### config.mk
export PLATFORM = sky130hd
export DESIGN_NAME = pbus_xfer_engine
export DESIGN_NICKNAME = d
export VERILOG_FILES = /design/src/rtl/pbus_pkg.sv /design/src/rtl/pbus_phase_timer.sv /design/src/rtl/pbus_word_path.sv /design/src/rtl/pbus_seq_fsm.sv /design/src/rtl/pbus_xfer_engine.sv
export SDC_FILE = /design/constraint.sdc
export NUM_CORES = 1
export LEC_CHECK = 0
export CAP_MARGIN = 20
export CORE_ASPECT_RATIO = 0.8
export CORE_UTILIZATION = 50
export DETAILED_ROUTE_END_ITERATION = 12
export MAX_ROUTING_LAYER = met4
export PLACE_DENSITY = 0.95
export SYNTH_ARGS = -nofsm -noshare
export SYNTH_HDL_FRONTEND = slang
export SYNTH_SLANG_ARGS = --single-unit
### constraint.sdc
create_clock -name clk -period 4.11 [get_ports clk]
set_input_delay 0.822 -clock clk [delete_from_list [all_inputs] [get_ports clk]]
set_output_delay 0.822 -clock clk [all_outputs]
set_load 0.01 [all_outputs]
### src/rtl/pbus_pkg.sv
package pbus_pkg;

   typedef enum logic [1:0] {
      CMD_NONE     = 2'b00,
      CMD_BUS2MEM  = 2'b01,
      CMD_MEM2RAM  = 2'b10,
      CMD_MEM2DISP = 2'b11
   } pbus_cmd_e;

   typedef enum logic [3:0] {
      ST_IDLE,
      ST_SETTLE,
      ST_SAMPLE,
      ST_FETCH,
      ST_SETUP,
      ST_STRB_LO,
      ST_STRB_HI,
      ST_CNT_LO,
      ST_CNT_HI,
      ST_FINISH
   } pbus_state_e;

endpackage

### src/rtl/pbus_phase_timer.sv
module pbus_phase_timer #(
   parameter int PW = 8
) (
   input  logic          clk,
   input  logic          rst_n,
   input  logic          load,
   input  logic [PW-1:0] phase_len,
   output logic          expire
);
   localparam logic [PW-1:0] ONE = PW'(1);

   logic [PW-1:0] cnt;

   always_ff @(posedge clk or negedge rst_n) begin
      if (!rst_n)
         cnt <= '0;
      else if (load)
         cnt <= (phase_len == '0) ? ONE : phase_len;
      else if (cnt != '0)
         cnt <= cnt - ONE;
   end

   // last cycle of the current phase
   assign expire = (cnt == ONE);

endmodule

### src/rtl/pbus_word_path.sv
module pbus_word_path #(
   parameter int AW = 16,
   parameter int CW = 16,
   parameter int DW = 16,
   parameter int PW = 8
) (
   input  logic          clk,
   input  logic          rst_n,
   input  logic          accept,
   input  logic          adv,
   input  logic          latch_word,
   input  logic [AW-1:0] base_addr,
   input  logic [CW-1:0] word_count,
   input  logic [PW-1:0] phase_cycles,
   input  logic [DW-1:0] mem_rd_data,
   output logic [AW-1:0] mem_addr,
   output logic          remain_zero,
   output logic [PW-1:0] phase_eff,
   output logic [DW-1:0] bus_dout
);
   localparam logic [AW-1:0] ADDR_STEP = AW'(2);
   localparam logic [CW-1:0] CNT_ONE   = CW'(1);

   logic [AW-1:0] addr_q;
   logic [CW-1:0] remain_q;
   logic [PW-1:0] phase_q;
   logic [DW-1:0] out_latch;

   always_ff @(posedge clk or negedge rst_n) begin
      if (!rst_n) begin
         addr_q   <= '0;
         remain_q <= '0;
         phase_q  <= '0;
      end else if (accept) begin
         addr_q   <= base_addr;
         remain_q <= word_count;
         phase_q  <= phase_cycles;
      end else if (adv) begin
         addr_q   <= addr_q + ADDR_STEP;
         remain_q <= remain_q - CNT_ONE;
      end
   end

   // the data field of the output latch is replaced whole on each word
   always_ff @(posedge clk or negedge rst_n) begin
      if (!rst_n)
         out_latch <= '0;
      else if (latch_word)
         out_latch <= mem_rd_data;
   end

   assign mem_addr    = addr_q;
   assign remain_zero = (remain_q == '0);
   assign phase_eff   = accept ? phase_cycles : phase_q;
   assign bus_dout    = out_latch;

endmodule

### src/rtl/pbus_seq_fsm.sv
module pbus_seq_fsm
   import pbus_pkg::*;
(
   input  logic        clk,
   input  logic        rst_n,
   input  logic        start,
   input  logic [1:0]  cmd,
   input  logic        count_zero,
   input  logic        remain_zero,
   input  logic        expire,
   output pbus_state_e state,
   output pbus_cmd_e   job,
   output logic        accept,
   output logic        adv,
   output logic        latch_word,
   output logic        tmr_load
);
   pbus_state_e state_q, nxt;
   pbus_cmd_e   job_q;
   pbus_cmd_e   cmd_in;

   assign cmd_in = pbus_cmd_e'(cmd);

   always_ff @(posedge clk or negedge rst_n) begin
      if (!rst_n) begin
         state_q <= ST_IDLE;
         job_q   <= CMD_NONE;
      end else begin
         state_q <= nxt;
         if (accept)
            job_q <= cmd_in;
      end
   end

   always_comb begin
      nxt        = state_q;
      accept     = 1'b0;
      adv        = 1'b0;
      latch_word = 1'b0;
      tmr_load   = 1'b0;
      unique case (state_q)
         ST_IDLE: begin
            if (start) begin
               accept = 1'b1;
               if (count_zero || cmd_in == CMD_NONE)
                  nxt = ST_FINISH;
               else if (cmd_in == CMD_BUS2MEM) begin
                  nxt      = ST_SETTLE;
                  tmr_load = 1'b1;
               end else
                  nxt = ST_FETCH;
            end
         end
         ST_SETTLE: if (expire) nxt = ST_SAMPLE;
         ST_SAMPLE: begin
            adv      = 1'b1;
            nxt      = ST_CNT_LO;
            tmr_load = 1'b1;
         end
         ST_FETCH: nxt = ST_SETUP;
         ST_SETUP: begin
            adv        = 1'b1;
            latch_word = 1'b1;
            nxt        = ST_STRB_LO;
            tmr_load   = 1'b1;
         end
         ST_STRB_LO: begin
            if (expire) begin
               nxt      = ST_STRB_HI;
               tmr_load = 1'b1;
            end
         end
         ST_STRB_HI: begin
            if (expire) begin
               if (job_q == CMD_MEM2DISP)
                  nxt = remain_zero ? ST_FINISH : ST_FETCH;
               else begin
                  nxt      = ST_CNT_LO;
                  tmr_load = 1'b1;
               end
            end
         end
         ST_CNT_LO: begin
            if (expire) begin
               nxt      = ST_CNT_HI;
               tmr_load = 1'b1;
            end
         end
         ST_CNT_HI: begin
            if (expire) begin
               if (remain_zero)
                  nxt = ST_FINISH;
               else if (job_q == CMD_BUS2MEM)
                  nxt = ST_SAMPLE;
               else
                  nxt = ST_FETCH;
            end
         end
         ST_FINISH: nxt = ST_IDLE;
         default:   nxt = ST_IDLE;
      endcase
   end

   assign state = state_q;
   assign job   = job_q;

endmodule

### src/rtl/pbus_xfer_engine.sv
module pbus_xfer_engine
   import pbus_pkg::*;
#(
   parameter int AW = 16,
   parameter int CW = 16,
   parameter int DW = 16,
   parameter int PW = 8
) (
   input  logic          clk,
   input  logic          rst_n,
   input  logic          start,
   input  logic [1:0]    cmd,
   input  logic [AW-1:0] base_addr,
   input  logic [CW-1:0] word_count,
   input  logic [PW-1:0] phase_cycles,
   output logic          busy,
   output logic          done,
   output logic [AW-1:0] mem_addr,
   output logic          mem_rd_en,
   input  logic [DW-1:0] mem_rd_data,
   output logic          mem_wr_en,
   output logic [DW-1:0] mem_wr_data,
   input  logic [DW-1:0] bus_din,
   output logic [DW-1:0] bus_dout,
   output logic          bus_oe,
   output logic          ram_rd_n,
   output logic          ram_wr_n,
   output logic          cnt_clk,
   output logic          disp_cs_n,
   output logic          disp_wr_n
);
   generate
      if (AW < 2)  begin : g_bad_aw $error("AW must allow byte steps of 2"); end
      if (CW < 1)  begin : g_bad_cw $error("CW must be at least 1"); end
      if (DW < 1)  begin : g_bad_dw $error("DW must be at least 1"); end
      if (PW < 1)  begin : g_bad_pw $error("PW must be at least 1"); end
   endgenerate

   pbus_state_e   state;
   pbus_cmd_e     job;
   logic          accept, adv, latch_word, tmr_load, expire, remain_zero;
   logic [PW-1:0] phase_eff;
   logic          in_read, is_write_job, write_active, disp_strobe;

   pbus_seq_fsm u_fsm (
      .clk         (clk),
      .rst_n       (rst_n),
      .start       (start),
      .cmd         (cmd),
      .count_zero  (word_count == '0),
      .remain_zero (remain_zero),
      .expire      (expire),
      .state       (state),
      .job         (job),
      .accept      (accept),
      .adv         (adv),
      .latch_word  (latch_word),
      .tmr_load    (tmr_load)
   );

   pbus_phase_timer #(.PW(PW)) u_timer (
      .clk       (clk),
      .rst_n     (rst_n),
      .load      (tmr_load),
      .phase_len (phase_eff),
      .expire    (expire)
   );

   pbus_word_path #(.AW(AW), .CW(CW), .DW(DW), .PW(PW)) u_path (
      .clk          (clk),
      .rst_n        (rst_n),
      .accept       (accept),
      .adv          (adv),
      .latch_word   (latch_word),
      .base_addr    (base_addr),
      .word_count   (word_count),
      .phase_cycles (phase_cycles),
      .mem_rd_data  (mem_rd_data),
      .mem_addr     (mem_addr),
      .remain_zero  (remain_zero),
      .phase_eff    (phase_eff),
      .bus_dout     (bus_dout)
   );

   assign in_read = (job == CMD_BUS2MEM) &&
                    (state inside {ST_SETTLE, ST_SAMPLE, ST_CNT_LO, ST_CNT_HI});
   assign is_write_job = (job == CMD_MEM2RAM) || (job == CMD_MEM2DISP);
   assign write_active = is_write_job &&
                         (state inside {ST_FETCH, ST_SETUP, ST_STRB_LO,
                                        ST_STRB_HI, ST_CNT_LO, ST_CNT_HI});
   assign disp_strobe  = (job == CMD_MEM2DISP) && (state == ST_STRB_LO);

   assign busy        = (state != ST_IDLE);
   assign done        = (state == ST_FINISH);
   assign mem_rd_en   = (state == ST_FETCH);
   assign mem_wr_en   = (state == ST_SAMPLE);
   assign mem_wr_data = bus_din;
   assign bus_oe      = write_active;
   assign ram_rd_n    = !in_read;
   assign ram_wr_n    = !((job == CMD_MEM2RAM) && (state == ST_STRB_LO));
   assign cnt_clk     = !(state == ST_CNT_LO);
   assign disp_cs_n   = !disp_strobe;
   assign disp_wr_n   = !disp_strobe;

endmodule

==> results.md, run 1 <==
* Ys flop type: dfrtp_1
* Htree depth at 3
* Req. time, crit path at between 3000 and 4000 ps
* Internal reg-to-reg setup slack at 1420 ps
* Max Freq at 295 MHz
* Synthesis Warnings at 0
* Crit-path max cell delay at approximately 700 ps
* Post-route cell area at approximately 5200 um2
* Die width at about 100 um
* Routed Antenna Nets at 0
* Top post-synthesis cells by area: dfrtp_1, nand2_1, mux2_2
* Cell variety after synth at 61
* Setup TNS at 0 ps
* Post-layout util at approximately 69%
* Post-synth top area cell: dfrtp_1
* Hold Path Class: input port to async pin
* Hold_buf cts at 0
* Worst Tran Pin Value at between 800 and 900 ps
* Via count at approximately 3600
* Power Dens Cells at about 790 nW/um2
* Clock buffer depth at 2
* Fin crit period at between 3000 and 4000 ps
* Post-synth top cells: dfrtp_1, nand2_1, o21ai_0, nor2_1, mux2_2
* Post-Synthesis Mean Instance Area at between 9 and 10 um2
* Crit. Startpoint: u_fsm.state[2]
* Pre-CTS WS at about 1100 ps
* Antenna diode count at 0
* CTS clk-pin slew, worst paths at approximately 80 ps
* CP Cell Sequence: nand2b_1 > or4b_2 > clkdlybuf4s50_1
* Slew Viols, Final at 0
* Resized Gates After CTS at 0
* Die Y-Extent at 82.0 um
* Vias per Instance at between 5 and 6
* Vias in the first global route at 3348
* Slowest cell on crit path: or4b_2
* Layout cell share with drive strength beyond 1 at between 10% and 20%
* Crit Path Category: flip-flop to output pin
* GRT overflow at 0
* Post-CTS setup buffer count at 0
* GPL Wtd Cong at 1.00
* Post-synth EDFFs at 0
* Critical R2R Launch: u_fsm.state[2]
* Clk_skew at slightly above 9 ps
* Initial core utilization at between 50% and 60%
* Worst setup margin at ~700 ps
* Status: completed
* Final Setup Violations at 0
* Layout area overhead at 30.3%
* Routed length per instance at between 15 and 20 um
* Arr. time, crit path at 2570 ps
* LEAKAGE at approximately 2.1 nW
* Clock tree from TritonCTS: yes
* CTS Buf Count at 9
* # rows at 28
* Clock Sinks at 70
* Fillers at roughly 570
* # placed instances at between 500 and 600
* VDD IR max at roughly 300 uV
* Input/output buffers at slightly above 100
* RSZ-0062 raised after global routing: false
* Total GRT Usage at a little over a quarter
* Mapped Nets at roughly 500
* Antenna violations before repair at 0
* Num ports at around 140
* Largest net degree at the start of global routing at 50
* Final WL at about 11000 um
* Post-Synthesis Cell Area at 4000 um2
* DRC viols at 0
* Yosys reg bits at 70
* Core ar. at 7570 um2
* First-pass GRT wire length at about 16000 um
* Max_cap viols at 0
* Placed instance area at around 5000 um2
* Die footprint at around 8400 um2
* Clock root buffer: clkbuf_8
* Critical path peak fanout at 16
* Cells after Synth at 420
* Max-slew headroom at between 40 and 50%
* Initial drt markers at 383
* Yosys top cell area share at between 40% and 50%
* Detailed-router iteration count before antenna repair at 5
* Async set-reset flop share out of synthesis at 100%
* Post-DP HPWL at 7560 um
* Worst setup SP type: flip-flop
* Crit share post-route at around 83%
* Final hold violation count at 0
* Fin cells at 611
* Seq/Total Area, Yosys at between 40% and 50%
* Setup crit end kind: output pin
* Final #Nets at just under 600
* Clock Latency Late Sink at 360 ps
==> final cells by class <==
class	instances	area [um2]	area share (%)
clock buffer	9	124	2.38
clock inverter	7	104	1.99
inverter	8	30.0	0.576
multi-input combinational	305	2000	38.4
sequential	70	1750	33.6
tap	105	131	2.52
timing repair buffer	107	1070	20.5
==> stage by stage <==
stage,hold slack [ps],power (mW)
CTS,486,4.05
global placement,474,3.28
detailed placement,467,3.39
global route,439,4.35
finish,415,4.09
floorplan,457,2.66
==> worst max-delay path: cells and delay by family (launching register included) <==
family	cells	cell delay (ps)
and+or+nand+nor	2	1020
DFF	1	690
buffers and inverters	1	500
==> placed cells by master, fill, tap and decap left out, types with 4 or more instances in the layout <==
cell | synthesis | routed
nand2_1 | 70 | 70
a21oi_1 | 13 | 13
clkbuf_8 | 0 | 9
dfrtp_1 | 70 | 70
xor2_1 | 6 | 6
inv_1 | 8 | 8
nand3_1 | 17 | 17
or3_1 | 5 | 5
a21boi_0 | 4 | 4
a221o_1 | 4 | 4
nand2b_1 | 6 | 6
nor4_1 | 9 | 9
nand4_1 | 5 | 5
nor2_1 | 22 | 22
o21ai_0 | 24 | 24
clkdlybuf4s50_1 | 0 | 101
ha_1 | 5 | 5
nor3_1 | 10 | 10
mux2_4 | 7 | 7
o211ai_1 | 9 | 9
a31oi_1 | 4 | 4
mux2_2 | 19 | 19
and3_1 | 5 | 5
o311ai_0 | 8 | 8
==> final timing paths <==
| path | depth (start not counted) | end |
|---|---|---|
| max | 3 | ram_wr_n |
| min | 1 | u_fsm.state[3] |
| max reg2reg | 5 | u_timer.cnt[5] |
| min reg2reg | 2 | u_path.mem_addr[0] |
| max in group asynchronous | 3 | u_path.remain_q[14] |
| min in group clk | 2 | u_path.mem_addr[0] |
==> report_power, final <==
group	internal (mW)	leakage, nW	switching [mW]
Combinational	1.05	1.15	1.01
Clock	0.350	0.115	0.295
Sequential	1.02	0.865	0.372
Total	2.42	2.13	1.67
==> kinds of logic after synthesis <==
| family | synth area share, % |
|---|---|
| XOR/XNOR | 1.97 |
| AO/OA/AOI/OAI | 14.9 |
| AND/OR/NAND/NOR | 22.8 |
| adder cells (fa/ha/maj) | 1.56 |
| multiplexers | 8.73 |
| flip-flops | 43.8 |
| buffers and inverters | 6.17 |
==> state kept, by name (all words and copies together) (netlist names) <==
name / flops
u_path.remain_q: 16
u_fsm.job: 2
u_path.bus_dout: 16
u_fsm.state: 4
u_path.phase_q: 8
u_timer.cnt: 8
u_path.mem_addr: 16
==> layer usage <==
layer  vias up  track usage, %  share of wire, %
met3        23            8.68               9.4
met2       196            41.7                46
met1      1690            33.5                43
met5         -               -                 0
li1       1672               -                 -
met4         0            8.71               1.7
Power figures use the tool's default switching activity.
==> run 2, diff against run 1 <==
CORE_UTILIZATION = 46   (was 50)
PLACE_DENSITY = 0.91   (was 0.95)
clock period = 3.31 ns   (was 4.11 ns; I/O delays follow)
==> run 2 against run 1 <==
First-iteration DRC count fell by 30%. Non-clock buffer count rose by 5. Clock power rose by 16%. Critical path type unchanged. Largest power group unchanged.
==> results.md, run 2 (same netlist as run 1, synthesis figures left out) <==
* Hold_buf cts at 0 (unchanged)
* Clock Latency Late Sink at 350 ps (about the same)
* Initial drt markers at 270 (-30%)
* First-pass GRT wire length at 17000 um (+3.2%)
* Most frequent cells in the layout: clkdlybuf4s50_1, nand2_1, dfrtp_1
* Worst Reg-to-Reg Cells at 5 (unchanged)
* Final hold violation count at 0 (unchanged)
* Power Dens Cells at 963 nW/um2 (+23%)
* Vias per Instance at 5.82 (-0.64%)
* Fin cells at 623 (+2.0%)
* Tot Pwr at 5.03 mW (+23%)
* Post-layout util at 61.9% (-7.0 points)
* DRC viols at 0 (unchanged)
* Worst Tran Pin Value at 922 ps (+88.2 ps)
* Die Y-Extent at 85.4 um (+4.2%)
* Initial core utilization at 47.3% (-5.5 points)
* Post-DP HPWL at 7620 um (+0.87%)
* Num ports at 135 (unchanged)
* WHS at 310 ps (-105 ps)
* Routed length per instance at 16.8 um (-3.6%)
* Antenna diode count at 0 (unchanged)
* Worst setup margin at 201 ps (-515 ps)
* Most common cell after layout, fill and taps aside: clkdlybuf4s50_1
* Clock root buffer: clkbuf_8
* Layout cell share with drive strength beyond 1 at 12.3% (+0.67 points)
* Max-slew headroom at 37.6% (-6.0 points)
* Clk_skew at 8.60 ps (-0.616 ps)
* # placed instances at 607 (+2.4%)
* Worst setup SP type: flip-flop
* Input/output buffers at 102 (unchanged)
* Largest net degree at the start of global routing at 46 (-8.0%)
* Post-CTS setup buffer count at 0 (unchanged)
* RSZ-0062 raised after global routing: false
* Clock Sinks at 70 (unchanged)
* Routed Antenna Nets at 0 (unchanged)
* Setup crit end kind: output pin
* Setup TNS at 0 ps (unchanged)
* Hold Path Class: input port to async pin
* Htree depth at 3 (unchanged)
* Clock buffer depth at 2 (unchanged)
* Die footprint at 9070 um2 (+8.5%)
* Critical path peak fanout at 17 (+1)
* Fillers at 675 (+19%)
* Vias in the first global route at 3458 (+3.3%)
* Max Freq at 322 MHz
* Max_cap viols at 0 (unchanged)
* Req. time, crit path at 2650 ps (-640 ps)
* LEAKAGE at 2.14 nW (+0.44%)
* Status: completed
* Crit share post-route at 93.9%
* Detailed-router iteration count before antenna repair at 7 (+2)
* Die width at 106 um (+4.2%)
* VDD IR max at 505 uV (+65%)
* Pre-CTS WS at 563 ps (-574 ps)
* Final WL at 10500 um (-1.7%)
* Clock tree from TritonCTS: yes
* Layout area overhead at 30.7%
* GRT overflow at 0 (unchanged)
* CTS clk-pin slew, worst paths at 80 ps (about the same)
* Placed instance area at 5010 um2 (+1.2%)
* Fin crit period at between 3000 and 4000 ps
* Crit Path Category: flip-flop to output pin
* Core ar. at 8450 um2 (+12%)
* Slew Viols, Final at 0 (unchanged)
* Final Setup Violations at 0 (unchanged)
* Post-route cell area at 5230 um2 (+0.31%)
* Final #Nets at 588 (+0.86%)
* GPL Wtd Cong at 0.891 (-11%)
* Resized Gates After CTS at 0 (unchanged)
* Total GRT Usage at 24.4% (-2.5 points)
* Antenna violations before repair at 0 (unchanged)
* CTS Buf Count at 9 (unchanged)
* Arr. time, crit path at 2450 ps (-120 ps)
* Via count at 3628 (+1.3%)
* # rows at 30 (+7.1%)
## run 2: final timing paths
check | endpoint | start | slack, ps
max reg2reg | u_path.remain_q[13] | u_path.remain_q[2] | 880
min reg2reg | u_path.mem_addr[0] | u_path.mem_addr[0] | 480
max in group asynchronous | u_path.remain_q[13] | rst_n | 2240
min in group clk | u_path.mem_addr[0] | u_path.mem_addr[0] | 480
min | u_path.bus_dout[10] | rst_n | 310
max | bus_oe | u_fsm.state[0] | 200
## run 2: cell type report
| cell class | count | area [um2] | share of cell area [%] |
|---|---|---|---|
| timing repair buffer | 112 | 1090 | 20.9 |
| clock buffer | 10 | 128 | 2.44 |
| multi-input combinational | 305 | 2000 | 38.3 |
| tap | 112 | 140 | 2.68 |
| inverter | 8 | 30.0 | 0.575 |
| sequential | 70 | 1750 | 33.5 |
| clock inverter | 6 | 86.3 | 1.65 |
## run 2: report_power, final
group | total, mW | leakage (nW) | switching [mW] | internal [mW]
logic | 2.62 | 1.16 | 1.29 | 1.33
registers | 1.66 | 0.865 | 0.401 | 1.26
clock network | 0.749 | 0.106 | 0.326 | 0.423
## run 2: metal layers
layer	track usage [%]	wire, um	up-vias
met5	-	0	-
met4	9.47	191	0
met3	5.53	737	30
met2	38.1	5150	170
met1	30.9	4400	1744
li1	-	-	1684
## run 2: critical path, stage by stage, from the launching register on
cell	delay (ps)
dfrtp_1	570
or4b_2	740
o21ai_0	100
and2_1	150
clkdlybuf4s50_1	540
==> run 3, diff against run 2 <==
--- a/config.mk
+++ b/config.mk
@@ -9,3 +9,3 @@
 export CORE_ASPECT_RATIO = 0.8
-export CORE_UTILIZATION = 46
+export CORE_UTILIZATION = 47
 export DETAILED_ROUTE_END_ITERATION = 12
@@ -15,2 +15,3 @@
 export SYNTH_HDL_FRONTEND = slang
+export SYNTH_HIERARCHICAL = 1
 export SYNTH_SLANG_ARGS = --single-unit
==> constraint.sdc (replaced) <==
create_clock -name clk -period 2.92 [get_ports clk]
set_input_delay 0.584 -clock clk [delete_from_list [all_inputs] [get_ports clk]]
set_output_delay 0.584 -clock clk [all_outputs]
set_load 0.1 [all_outputs]
==> run 3 against run 2 <==
Clock skew is 7.2 ps higher. Worst setup slack better by 110 ps. Cell area is 0.93% higher. Synthesized cell count is 4.0% lower. Sequential share of layout area is 0.31 points lower. Critical path depth is 3 higher. Area after synthesis is 3.5% higher. Utilization hardly changed. Wire length is 9.8% lower.
==> results.md, run 3 <==
* Layout cell share with drive strength beyond 1 at 26.3% (+14 points)
* Post-layout util at 61.9% (about the same)
* Setup TNS at 0 ps (unchanged)
* Clk_skew at 15.8 ps (+7.22 ps)
* Final Setup Violations at 0 (unchanged)
* Max-slew headroom at 67.9% (+30 points)
* Worst Tran Pin Value at 477 ps (-445 ps)
* Crit share post-route at between 80% and 90%
* Largest net degree at the start of global routing at 71 (+54%)
* Clock root buffer: clkbuf_8
* Via count at 3352 (-7.6%)
* Max Freq at 383 MHz
* Crit-path max cell delay at 600 ps (-140 ps)
* Setup crit end kind: flip-flop
* Final hold violation count at 0 (unchanged)
* Routed Antenna Nets at 0 (unchanged)
* GPL Wtd Cong at 0.835 (-6.3%)
* Critical R2R Launch: u_timer/cnt[3]
* DRC viols at 0 (unchanged)
* Seq/Total Area, Yosys at 42.3% (-1.5 points)
* Num ports at 135 (unchanged)
* Delay-heaviest family, CP: simple AND/OR/NAND/NOR gates
* Post-Synthesis Mean Instance Area at 10.3 um2 (+7.8%)
* Top post-synthesis cells by area: dfrtp_1, mux2_2, xnor2_1
* Crit Path Category: flip-flop to flip-flop
* Clock Latency Late Sink at 340 ps (about the same)
* Post-Synthesis Cell Area at 4140 um2 (+3.5%)
* Post-synth EDFFs at 0 (unchanged)
* Count leader, synth: dfrtp_1
* Mapped Nets at 485 (-3.4%)
* CTS Buf Count at 9 (unchanged)
* GRT overflow at 0 (unchanged)
* Post-DP HPWL at 6880 um (-9.8%)
* Vias in the first global route at 3366 (-2.7%)
* Async set-reset flop share out of synthesis at 100% (unchanged)
* Max_cap viols at 0 (unchanged)
* Routed length per instance at 15.7 um (-6.8%)
* Final #Nets at 569 (-3.2%)
* Most frequent cells in the layout: dfrtp_1, clkdlybuf4s50_1, buf_4
* Status: completed
* Antenna diode count at 0 (unchanged)
* Fin crit period at 2610 ps
* Cell variety after synth at 65 (+6.6%)
* Req. time, crit path at 3160 ps (+510 ps)
* Cells after Synth at 403 (-4.0%)
* Clock tree from TritonCTS: yes
* Yosys reg bits at 70 (unchanged)
* Worst setup SP type: flip-flop
* Initial drt markers at 153 (-43%)
* CP Cell Sequence: or4_4 > nor4b_1 > nand3b_1 > o21ai_2 > inv_1 > o31a_2 > a221oi_1
* Die footprint at 9180 um2 (+1.2%)
* Core ar. at 8520 um2 (+0.89%)
* Total GRT Usage at 22.8% (-1.6 points)
* Detailed-router iteration count before antenna repair at 4 (-3)
* Crit. Startpoint: u_timer/cnt[3]
* Htree depth at 3 (unchanged)
* Post-CTS setup buffer count at 0 (unchanged)
* Synthesis Warnings at 6 (+6)
* Layout area overhead at 27.5%
* Slowest cell on crit path: or4_4
* Final WL at 9450 um (-9.8%)
* Initial core utilization at 48.5% (+1.2 points)
* Clock Sinks at 70 (unchanged)
* Input/output buffers at 102 (unchanged)
* # rows at 30 (unchanged)
* Crit path buf inv count at 1 (unchanged)
* Yosys top cell area share at 42.3% (-1.5 points)
* Die Y-Extent at 85.9 um (+0.62%)
* Critical path peak fanout at 10 (-7)
* Slew Viols, Final at 0 (unchanged)
* Vias per Instance at 5.56 (-4.5%)
* Post-synth top area cell: dfrtp_1
* Arr. time, crit path at 2850 ps (+400 ps)
* Die width at 107 um (+0.62%)
* Clock buffer depth at 2 (unchanged)
* RSZ-0062 raised after global routing: false
* First-pass GRT wire length at 15900 um (-6.1%)
* Most common cell after layout, fill and taps aside: dfrtp_1
* Hold Path Class: input port to async pin
* CTS clk-pin slew, worst paths at 70 ps (about the same)
* Post-synth top cells: dfrtp_1, nand2_1, mux2_2, buf_4, o21ai_0
* Antenna violations before repair at 0 (unchanged)
* Ys flop type: dfrtp_1
-- run 3: metal layers --
metal | vias up | routed length, um | track usage [%]
li1 | 1595 | - | -
met5 | - | 0 | -
met2 | 101 | 4730 | 36.2
met4 | 0 | 162 | 8.09
met1 | 1633 | 4140 | 28.6
met3 | 23 | 423 | 5.17
-- run 3: final cells by class --
cell class | instances | area, um2
fill | 692 | 3250
multi-input combinational | 282 | 2100
sequential | 70 | 1750
timing repair buffer | 112 | 1040
tap | 112 | 140
clock buffer | 11 | 131
clock inverter | 4 | 72.6
inverter | 12 | 45.0
-- run 3: cell families (layout without fill, tap and decap cells) --
family	Yosys count	count (layout)	share of synthesized area [%]
and+or+nand+nor	146	146	21.8
xor gates and xnor gates	29	29	6.14
adders and majority gates	5	5	1.51
AOI/OAI and AO/OA	65	65	10.3
buffers and inverters	51	139	7.47
muxes	37	37	10.4
DFF	70	70	42.3
-- run 3: path summary, 6_finish.rpt --
kind | cells after the start | end | slack (ps)
setup / recovery | 7 | u_timer/cnt[6] | 310
hold / removal | 2 | u_path/bus_dout[1] | 230
setup reg to reg | 7 | u_timer/cnt[6] | 310
hold reg to reg | 1 | u_path/phase_q[0] | 510
max in group asynchronous | 2 | u_fsm/job[1] | 2350
min in group clk | 1 | u_path/phase_q[0] | 510
-- run 3: timing repair --
action	in CTS	in global routing
gates resized for setup	0	1
hold buffers	0	0
setup endpoints to repair	0	5
-- run 3: stage by stage --
| step | setup WS (ps) | cells | hold slack [ps] | cell area (um2) |
|---|---|---|---|---|
| finish | 311 | 603 | 232 | 5280 |
| global route | 93.8 | 603 | 266 | 5280 |
| CTS | 126 | 603 | 261 | 5270 |
| detailed placement | 136 | 588 | 493 | 5070 |
| global placement | 124 | 588 | 488 | 5070 |
| floorplan | -6.78 | 403 | 288 | 4150 |
Power of run 3 is not shown: default switching activity piles up to over one toggle a cycle in this logic, so the estimate is an artifact.
